### config.mk
export PLATFORM = sky130hd
export DESIGN_NAME = serial_ctrl_slave
export DESIGN_NICKNAME = d
export VERILOG_FILES = /design/src/rtl/ser_ctrl_pkg.sv /design/src/rtl/pin_sync.sv /design/src/rtl/frame_engine.sv /design/src/rtl/ctrl_reg_bank.sv /design/src/rtl/serial_ctrl_slave.sv
export SDC_FILE = /design/constraint.sdc
export NUM_CORES = 1
export LEC_CHECK = 0
export ABC_AREA = 1
export BUFFER_PORTS_ARGS = -buffer_cell sky130_fd_sc_hd__buf_2
export CAP_MARGIN = 20
export CORE_MARGIN = 2
export CORE_UTILIZATION = 45
export CTS_BUF_LIST = sky130_fd_sc_hd__clkbuf_16
export DETAILED_ROUTE_END_ITERATION = 7
export GPL_TIMING_DRIVEN = 0
export PLACE_DENSITY = 0.73
export REMOVE_ABC_BUFFERS = 1
export SLEW_MARGIN = 20
export SYNTH_ARGS = -nofsm -noshare
export SYNTH_HDL_FRONTEND = slang
export SYNTH_SLANG_ARGS = --single-unit
export TNS_END_PERCENT = 50
### constraint.sdc
create_clock -name clk -period 2.1 [get_ports clk]
set_clock_uncertainty 0.15 [all_clocks]
set_input_delay 0.315 -clock clk [delete_from_list [all_inputs] [get_ports clk]]
set_output_delay 0.315 -clock clk [all_outputs]
set_load 0.05 [all_outputs]
### src/rtl/ser_ctrl_pkg.sv
package ser_ctrl_pkg;
  localparam int unsigned ADDR_W = 7;
  localparam int unsigned DATA_W = 8;
  localparam int unsigned ID_W   = 6;

  typedef enum logic [3:0] {
    ST_IDLE, ST_START, ST_ID, ST_SPC1, ST_DIR,
    ST_ADDR, ST_SPC2, ST_DATA, ST_SKIP
  } frame_state_e;
endpackage

### src/rtl/pin_sync.sv
module pin_sync #(
  parameter int unsigned W      = 4,
  parameter int unsigned STAGES = 2,
  parameter logic [W-1:0] RST_VAL = '0
) (
  input  logic         clk,
  input  logic         rst_n,
  input  logic [W-1:0] d,
  output logic [W-1:0] q
);
  logic [W-1:0] stg_q [STAGES];

  always_ff @(posedge clk or negedge rst_n) begin
    if (!rst_n) begin
      for (int i = 0; i < STAGES; i++) stg_q[i] <= RST_VAL;
    end else begin
      stg_q[0] <= d;
      for (int i = 1; i < STAGES; i++) stg_q[i] <= stg_q[i-1];
    end
  end

  assign q = stg_q[STAGES-1];
endmodule

### src/rtl/frame_engine.sv
module frame_engine
  import ser_ctrl_pkg::*;
#(
  parameter logic [ID_W-1:0] DEV_ID = 6'h1F
) (
  input  logic              clk,
  input  logic              rst_n,
  input  logic              enable,
  input  logic              stb_hi,
  input  logic              sclk_hi,
  input  logic              sdat,
  input  logic [DATA_W-1:0] rd_data,
  output logic [ADDR_W-1:0] acc_addr,
  output logic              wr_en,
  output logic [DATA_W-1:0] wr_data,
  output logic              pull_low
);
  localparam int unsigned CNT_W = $clog2(DATA_W);
  localparam logic [CNT_W-1:0] LAST_START = CNT_W'(1);
  localparam logic [CNT_W-1:0] LAST_ID    = CNT_W'(ID_W - 1);
  localparam logic [CNT_W-1:0] LAST_ADDR  = CNT_W'(ADDR_W - 1);
  localparam logic [CNT_W-1:0] LAST_DATA  = CNT_W'(DATA_W - 1);

  frame_state_e      st_q, st_d;
  logic [CNT_W-1:0]  cnt_q, cnt_d;
  logic [DATA_W-2:0] sh_q, sh_d;
  logic              dir_q, dir_d;
  logic [ADDR_W-1:0] addr_q, addr_d;
  logic [DATA_W-1:0] rsh_q, rsh_d;
  logic              ract_q, ract_d;
  logic              sclk_prev_q;
  logic              sclk_fall;

  assign sclk_fall = sclk_prev_q & ~sclk_hi;

  always_comb begin
    st_d    = st_q;
    cnt_d   = cnt_q;
    sh_d    = sh_q;
    dir_d   = dir_q;
    addr_d  = addr_q;
    rsh_d   = rsh_q;
    ract_d  = ract_q;
    wr_en   = 1'b0;
    wr_data = {sh_q, sdat};
    if (!enable) begin
      st_d   = ST_SKIP;
      ract_d = 1'b0;
    end else if (stb_hi) begin
      st_d   = ST_IDLE;
      ract_d = 1'b0;
    end else begin
      unique case (st_q)
        ST_IDLE: begin
          st_d  = sclk_hi ? ST_START : ST_SKIP;
          cnt_d = '0;
        end
        ST_SKIP: st_d = ST_SKIP;
        default: begin
          if (sclk_fall) begin
            sh_d = {sh_q[DATA_W-3:0], sdat};
            unique case (st_q)
              ST_START: begin
                if (cnt_q == LAST_START) begin
                  st_d  = ({sh_q[0], sdat} == 2'b01) ? ST_ID : ST_SKIP;
                  cnt_d = '0;
                end else cnt_d = cnt_q + 1'b1;
              end
              ST_ID: begin
                if (cnt_q == LAST_ID) begin
                  st_d  = ({sh_q[ID_W-2:0], sdat} == DEV_ID) ? ST_SPC1 : ST_SKIP;
                  cnt_d = '0;
                end else cnt_d = cnt_q + 1'b1;
              end
              ST_SPC1: st_d = ST_DIR;
              ST_DIR: begin
                dir_d = sdat;
                st_d  = ST_ADDR;
                cnt_d = '0;
              end
              ST_ADDR: begin
                if (cnt_q == LAST_ADDR) begin
                  addr_d = {sh_q[ADDR_W-2:0], sdat};
                  st_d   = ST_SPC2;
                  cnt_d  = '0;
                end else cnt_d = cnt_q + 1'b1;
              end
              ST_SPC2: begin
                st_d  = ST_DATA;
                cnt_d = '0;
                if (!dir_q) begin
                  rsh_d  = rd_data;
                  ract_d = 1'b1;
                end
              end
              ST_DATA: begin
                rsh_d = {rsh_q[DATA_W-2:0], 1'b0};
                if (cnt_q == LAST_DATA) begin
                  wr_en  = dir_q;
                  ract_d = 1'b0;
                  st_d   = ST_SPC1;
                  cnt_d  = '0;
                end else cnt_d = cnt_q + 1'b1;
              end
              default: st_d = ST_SKIP;
            endcase
          end
        end
      endcase
    end
  end

  always_ff @(posedge clk or negedge rst_n) begin
    if (!rst_n) begin
      st_q        <= ST_SKIP;
      cnt_q       <= '0;
      sh_q        <= '0;
      dir_q       <= 1'b0;
      addr_q      <= '0;
      rsh_q       <= '0;
      ract_q      <= 1'b0;
      sclk_prev_q <= 1'b1;
    end else begin
      st_q        <= st_d;
      cnt_q       <= cnt_d;
      sh_q        <= sh_d;
      dir_q       <= dir_d;
      addr_q      <= addr_d;
      rsh_q       <= rsh_d;
      ract_q      <= ract_d;
      sclk_prev_q <= sclk_hi;
    end
  end

  assign acc_addr = addr_q;
  assign pull_low = ract_q & ~rsh_q[DATA_W-1];
endmodule

### src/rtl/ctrl_reg_bank.sv
module ctrl_reg_bank
  import ser_ctrl_pkg::*;
#(
  parameter int unsigned NREG = 3,
  parameter logic [NREG-1:0][ADDR_W-1:0] REG_ADDR = {7'h0C, 7'h09, 7'h04},
  parameter logic [NREG-1:0][DATA_W-1:0] REG_DEF  = {8'h0B, 8'h0C, 8'h3C},
  parameter logic [ADDR_W-1:0] CLR_ADDR = 7'h00,
  parameter logic [ADDR_W-1:0] ID_ADDR  = 7'h01,
  parameter logic [ID_W-1:0]   DEV_ID   = 6'h1F
) (
  input  logic                        clk,
  input  logic                        rst_n,
  input  logic                        hold_def,
  input  logic                        wr_en,
  input  logic [ADDR_W-1:0]           addr,
  input  logic [DATA_W-1:0]           wr_data,
  output logic [DATA_W-1:0]           rd_data,
  output logic [NREG-1:0][DATA_W-1:0] regs
);
  logic clr_all;
  assign clr_all = hold_def | (wr_en & (addr == CLR_ADDR));

  for (genvar g = 0; g < NREG; g++) begin : g_reg
    logic ld_en;
    logic [DATA_W-1:0] nxt;
    assign ld_en = clr_all | (wr_en & (addr == REG_ADDR[g]));
    assign nxt   = clr_all ? REG_DEF[g] : wr_data;
    always_ff @(posedge clk or negedge rst_n) begin
      if (!rst_n)     regs[g] <= REG_DEF[g];
      else if (ld_en) regs[g] <= nxt;
    end
  end

  always_comb begin
    rd_data = '0;
    if (addr == ID_ADDR) rd_data = DATA_W'(DEV_ID);
    for (int i = 0; i < NREG; i++) begin
      if (addr == REG_ADDR[i]) rd_data = regs[i];
    end
  end
endmodule

### src/rtl/serial_ctrl_slave.sv
module serial_ctrl_slave
  import ser_ctrl_pkg::*;
#(
  parameter logic [ID_W-1:0] DEV_ID = 6'h1F,
  parameter int unsigned SYNC_STAGES = 2
) (
  input  logic              clk,
  input  logic              rst_n,
  input  logic              serial_mode,
  input  logic              pin_stb,
  input  logic              pin_sclk,
  input  logic              pin_sdat,
  output logic              sdat_pull_low,
  output logic [DATA_W-1:0] blk_ctrl,
  output logic [DATA_W-1:0] clkgen_mode,
  output logic [DATA_W-1:0] agc_vco_ctrl,
  output logic              par_idle_n,
  output logic              par_fm_n,
  output logic              par_sleep_n
);
  localparam int unsigned NREG = 3;

  logic [1:0] rst_sync_q;
  logic       rst_i;
  always_ff @(posedge clk or negedge rst_n) begin
    if (!rst_n) rst_sync_q <= 2'b00;
    else        rst_sync_q <= {rst_sync_q[0], 1'b1};
  end
  assign rst_i = rst_sync_q[1];

  // bit order: {mode, strobe, clock, data}
  logic [3:0] pins_q;
  logic       mode_q, stb_hi, sclk_hi, sdat_q;
  pin_sync #(.W(4), .STAGES(SYNC_STAGES), .RST_VAL(4'b0111)) u_sync (
    .clk(clk), .rst_n(rst_i),
    .d({serial_mode, pin_stb, pin_sclk, pin_sdat}),
    .q(pins_q)
  );
  assign {mode_q, stb_hi, sclk_hi, sdat_q} = pins_q;

  logic [ADDR_W-1:0] acc_addr;
  logic              wr_en;
  logic [DATA_W-1:0] wr_data, rd_data;
  logic [NREG-1:0][DATA_W-1:0] regs;

  frame_engine #(.DEV_ID(DEV_ID)) u_frame (
    .clk(clk), .rst_n(rst_i), .enable(mode_q), .stb_hi(stb_hi),
    .sclk_hi(sclk_hi), .sdat(sdat_q), .rd_data(rd_data),
    .acc_addr(acc_addr), .wr_en(wr_en), .wr_data(wr_data),
    .pull_low(sdat_pull_low)
  );

  ctrl_reg_bank #(.NREG(NREG), .DEV_ID(DEV_ID)) u_regs (
    .clk(clk), .rst_n(rst_i), .hold_def(~mode_q), .wr_en(wr_en),
    .addr(acc_addr), .wr_data(wr_data), .rd_data(rd_data), .regs(regs)
  );

  assign blk_ctrl     = regs[0];
  assign clkgen_mode  = regs[1];
  assign agc_vco_ctrl = regs[2];

  assign par_idle_n  = mode_q | stb_hi;
  assign par_fm_n    = mode_q | sdat_q;
  assign par_sleep_n = mode_q | sclk_hi;
endmodule

---- Word level (Yosys, flattened, before mapping) ----
Cells that the tools add are included.
word-level totals
  register bits ........................... 66
  bits of input ports ..................... 6
  output and inout bits ................... 28
  logic and storage cells ................. 118
operators by class
  reductions and logical operators ........ 14
  bitwise logic cells ..................... 19
  add/subtract/negate cells ............... 1
  eq/ne operators ......................... 29
  muxes and demuxes ....................... 41
operators by type and width
  kind                  number
  $mux W8               7
  $mux W4               10
  $pmux W4 S7           1
  $reduce_and A5 Y1     4
  $ne A6 B3 Y1 const B  3
  $eq A4 B3 Y1 const B  4
  $pmux W8 S2           1
  $mux W3               5
  $pmux W3 S5           1
  $eq A7 B4 Y1 const B  2
  $mux W1               12
  $reduce_and A6 Y1     2
  $eq A3 B3 Y1 const B  3
  $eq A4 B2 Y1 const B  2
  $pmux W4 S2           1
  $eq A7 B1 Y1 const B  1
  $eq A7 B3 Y1 const B  1
  $logic_not A7 Y1      1
  $or A1 B1 Y1          7
  $and A1 B1 Y1         6
  $eq A6 B5 Y1 const B  1
  $ne A6 B5 Y1 const B  1
  $not A1 Y1            6
  $pmux W3 S2           1
  19 further kinds      21

---- Depth between registers and ports, before layout ----
  word-level depth ........................ 10
  depth in mapped cells ................... 11
  mapped depth without buffers ............ 11

---- By module ----
Synthesis repeated with hierarchy kept, for this count alone.
unflattened totals
  cells, all modules ...................... 456
  area total of the unflattened synthesis .. 3548.4 um2
by module, submodules not included
  module             times used  cells an instance  area each (um2)
  frame_engine       1           252                1878.1
  ctrl_reg_bank      1           182                1352.5
  pin_sync           1           12                 237.7
  serial_ctrl_slave  1           10                 80.1

---- Worst setup path after synthesis ----
No wires, ideal clock.
  path type ............................... register to output
  start ................................... reg u_sync.stg_q (netlist bit u_sync.q[3])
  end ..................................... out par_idle_n
  setup slack ............................. 0.428 ns
  path buffers ............................ 2
  data arrival time ....................... 1.207 ns
  data required time ...................... 1.635 ns
  cell stages (with the launch flop) ...... 5
  cells stage by stage .................... dfrtp_1 -> buf_2 -> buf_1 -> inv_1 -> nand2_1
on the way
  word-level cells in the longest chain between the ends .. 1
RTL lines
  element       line                     source
  from (decl)   pin_sync.sv:11           logic [W-1:0] stg_q [STAGES];
  $or A1 B1 Y1  serial_ctrl_slave.sv:62  assign par_idle_n = mode_q | stb_hi;
  to (decl)     serial_ctrl_slave.sv:17  output logic par_idle_n,
No other way between the ends.

---- Worst setup path in the final report ----
  start ................................... reg u_sync.stg_q (netlist bit u_sync.q[3])
  end ..................................... reg u_regs.regs[15] (netlist bit)
on the way
  word-level cells in the longest chain between the ends .. 4
  elaborated cells on any way between the ends .. 7
  those cells by class .................... mux: 2; bitwise: 5
RTL lines
  element                                  line                                      source
  $mux W1                                  frame_engine.sv:46                        if (!enable) begin
  $and A1 B1 Y1                            ctrl_reg_bank.sv:21                       assign clr_all = hold_def | (wr_en & (addr == CLR_ADDR));
  $or A1 B1 Y1                             ctrl_reg_bank.sv:21
  $mux W8 or $or A1 B1 Y1 (tied branches)  ctrl_reg_bank.sv:27, ctrl_reg_bank.sv:26
  to (signal, indexed assignment)          ctrl_reg_bank.sv:29                       if (!rst_n) regs[g] <= REG_DEF[g];
  to (signal, indexed assignment)          ctrl_reg_bank.sv:30                       else if (ld_en) regs[g] <= nxt;
  to (decl)                                ctrl_reg_bank.sv:18                       output logic [NREG-1:0][DATA_W-1:0] regs
Several ways; a longest one is shown, not always the timed one.
A chain may end at the register's enable or synchronous reset.

==> metrics.csv <==
metric,value,unit
numPortBuffers,33,
status,"complete, no violations",
clock_tree.buffer_depth,2,
ys.warnings.count,0,
clock_tree_from_tritoncts,done,
timing_worst_setup_path_type,flip-flop to flip-flop,
detail_route.first_pass.iterations,5,
worst_slack,84.6,ps
remaining_drc_errors,0,
multi_input_area,1520,µm²
routabilityCongestion,0.911,
critPathRequiredTime,2160,ps
ir_drop,0.000584,V
timing.slew.headroom,62.4,%
io_pins,34,
synth_top_family_by_area,simple AND/OR/NAND/NOR gates,
detail-route-antenna-nets,0,
netlist_area,3350,µm²
grt_setup_unrepaired,yes,
critical_path.most_common_cell,nand2_1,
detailroute.via_count,3223,
post_drt_via_cell_ratio,5.59,
layout_min_cycle_time,2020,ps
period_share,96.0,%
yosys.cell_count.top_type,nand2_1,
hp-class,flip-flop to async pin,
syn_avg_cell_area,7.92,µm²
crit_path_cell_trace,"nand2_1, inv_2, nand3_4, nor2_4, buf_4, nand3_2, nand4_1, nand2_1",
totalWireLength,9.02,mm
synth-simple-area-share,32.8,%
max_stage_delay,530,ps
ys_seq_area_share,49.9,%
detailedPlace.worstSlack,-868,ps
hpwl,5.71,mm
filler_cell_count,629,
post_layout_nonfiller_instances,577,
placedCellCount,542,
fp.dieArea,8150,µm²
cts.sink_count,66,
core-area,7210,µm²
setup_total_negative_slack,0,ps
maxClockFrequency,496,MHz
cts_inserted_buffers,9,
worst_setup_start_kind,flip-flop,
ff_latch_area,1680,µm²
grt_max_degree,54,
drv_slew,0,
power.density_cell_area,760,nW/µm²
finalSetupViolCount,0,
synth_area_in_xor_xnor,0,%
synth-compound-area-share,8.66,%
grt_usage,22.3,%
async_set_reset_flop_share_out_of_synthesis,100,%
internal_power,2.50,mW
die_w,90.3,µm
net-switching-power,669,µW
post_synth_mux_area_share,0,%
synth.cells.most_frequent,"nand2_1 (116), dfrtp_1 (49), inv_1 (39), nand4_1 (39), nor2_1 (39)",
ys_types,26,
initial_core_util,46.4,%
worst_pin_slew,563,ps
crit_fanout,11,
synth.ff_latch_count,66,
max_cap_violations,0,
clkPwrFrac,52.9,%
routed_wire_length_per_instance,15.6,µm
clock-root-buffer,clkbuf_16,
hold_viol_final,0,
worst_skew_pair.late_latency,330,ps
detailedRoute.firstIterationViolations,349,
synth_enable_flop_cells,0,
globalRouteOverflowTotal,0,
dominantRegCellSynth,dfrtp_1,
first_global_vias,3040,
antenna_found_initial,0,
final_nets,483,
synth_adder_area_share,1.49,%
synth.largest_area_cell,dfrtp_1,
worstSetupEndpointType,flip-flop,
global_route_wire_length_before_repair,14.5,mm
path_clk_slew,50,ps
htreeDepth,3,
critical-path-slowest-cell,dfrtp_4,
std_cell_rows,31,
synthCells,423,
share_comb_of_total_power,4.9,%
floorplan.die.height,90.3,µm
crit_arrival,2080,ps
seqPwrFrac,42.2,%
netSwitchingFraction,21.1,%
num_antenna_cells,0,
synth_top_cell_area_share,36.6,%
final_layout_size_suffix_gt1_share,23.6,%
ys_top_cells_by_area,"dfrtp_1 (37%), dfstp_2 (13%), nand2_1 (13%)",
area.growth.synth_to_final,24.5,%
leakagePower,1.98,nW
placed cells by master (no fill, tap or decap), types with 4 or more instances in the layout:
master / instances
a21oi_1: 19
buf_2: 33
buf_4: 10
clkbuf_16: 9
dfrtp_1: 45
dfstp_2: 17
dlygate4sd3_1: 5
ha_1: 4
inv_1: 41
inv_2: 6
nand2_1: 112
nand2_2: 8
nand3_1: 22
nand4_1: 39
nor2_1: 38
nor2_4: 6
o211ai_1: 5
o21ai_0: 28
registers in the layout, indices dropped and copies added, names as in the netlist:
| register | flops |
|---|---|
| u_frame.acc_addr | 7 |
| u_frame.rsh_q | 8 |
| rst_sync_q | 2 |
| u_frame.dir_q | 1 |
| u_frame.st_q | 4 |
| u_frame.sh_q | 7 |
| u_sync.stg_q | 4 |
| u_frame.ract_q | 1 |
| u_frame.sclk_prev_q | 1 |
| u_sync.q | 4 |
| u_regs.regs | 24 |
| u_frame.cnt_q | 3 |
final cells by class:
type,instances,share of cell area [%]
Timing Repair Buffer,50,7.89
Sequential cell,66,40.3
Clock buffer,9,5.40
Tap cell,99,2.97
Clock inverter,7,2.64
Multi-Input combinational cell,300,36.5
Inverter,46,4.23
kinds of logic after synthesis:
kind of cell / Yosys count
compound gates: 55
fa+ha+maj: 4
buf+inv: 60
flops: 66
other cells: 1
simple gates: 237
critical path, delay by kind of cell (launching register included):
family                 cells  cell delay (ps)
buffers and inverters      2              310
flip-flops                 1              530
AND/OR/NAND/NOR            6              910
worst paths after layout:
kind	from	to	slack (ps)	cells past startpoint
min	rst_sync_q[1]	u_regs.regs[14]	20	0
max in group asynchronous	rst_sync_q[1]	u_regs.regs[19]	1220	1
max	u_sync.q[3]	u_regs.regs[15]	80	8
max reg2reg	u_sync.q[3]	u_regs.regs[15]	80	8
min in group clk	u_sync.stg_q[4]	u_sync.q[0]	200	0
min reg2reg	rst_sync_q[1]	u_regs.regs[14]	20	0
stage by stage:
step           total power [mW]  hold WS [ps]  util (%)  cell area [µm²]
2_1_floorplan              1.44          -131         -             3290
3_3_place_gp               1.48         -48.4      49.6             3580
3_5_place_dp               1.49         -47.5      50.0             3610
4_1_cts                    3.18          25.9      56.5             4080
5_1_grt                    3.27          34.7      57.8             4170
6_report                   3.17          17.5      57.8             4170
power groups by stage:
| stage | registers [mW] | clock network, mW | logic [mW] |
|---|---|---|---|
| after global routing | 1.34 | 1.76 | 0.170 |
| after CTS | 1.34 | 1.69 | 0.151 |
| final | 1.34 | 1.68 | 0.155 |
| after detailed placement | 1.36 | 0 | 0.131 |
| after floorplan | 1.39 | 0 | 0.0550 |
| after global placement | 1.38 | 0 | 0.104 |
routing by layer:
metal / wire, µm / track usage (%) / vias to the layer above / share of wire [%]
met1: 3890 / 30.9 / 1529 / 43
met4: 324 / 11.0 / 0 / 3.6
met5: 0 / 0 / - / 0
met2: 4150 / 33.6 / 156 / 46
met3: 664 / 4.17 / 33 / 7.4
li1: - / - / 1505 / -
what timing repair did:
action,CTS,global route
gates cloned,1,2
endpoints found under the setup margin,57,35
resized for setup,9,8
hold endpoints to repair,6,0
pin swaps,3,4
hold buffers,5,0
setup buffers,5,6
No activity file was read; power rests on OpenSTA's default activity.
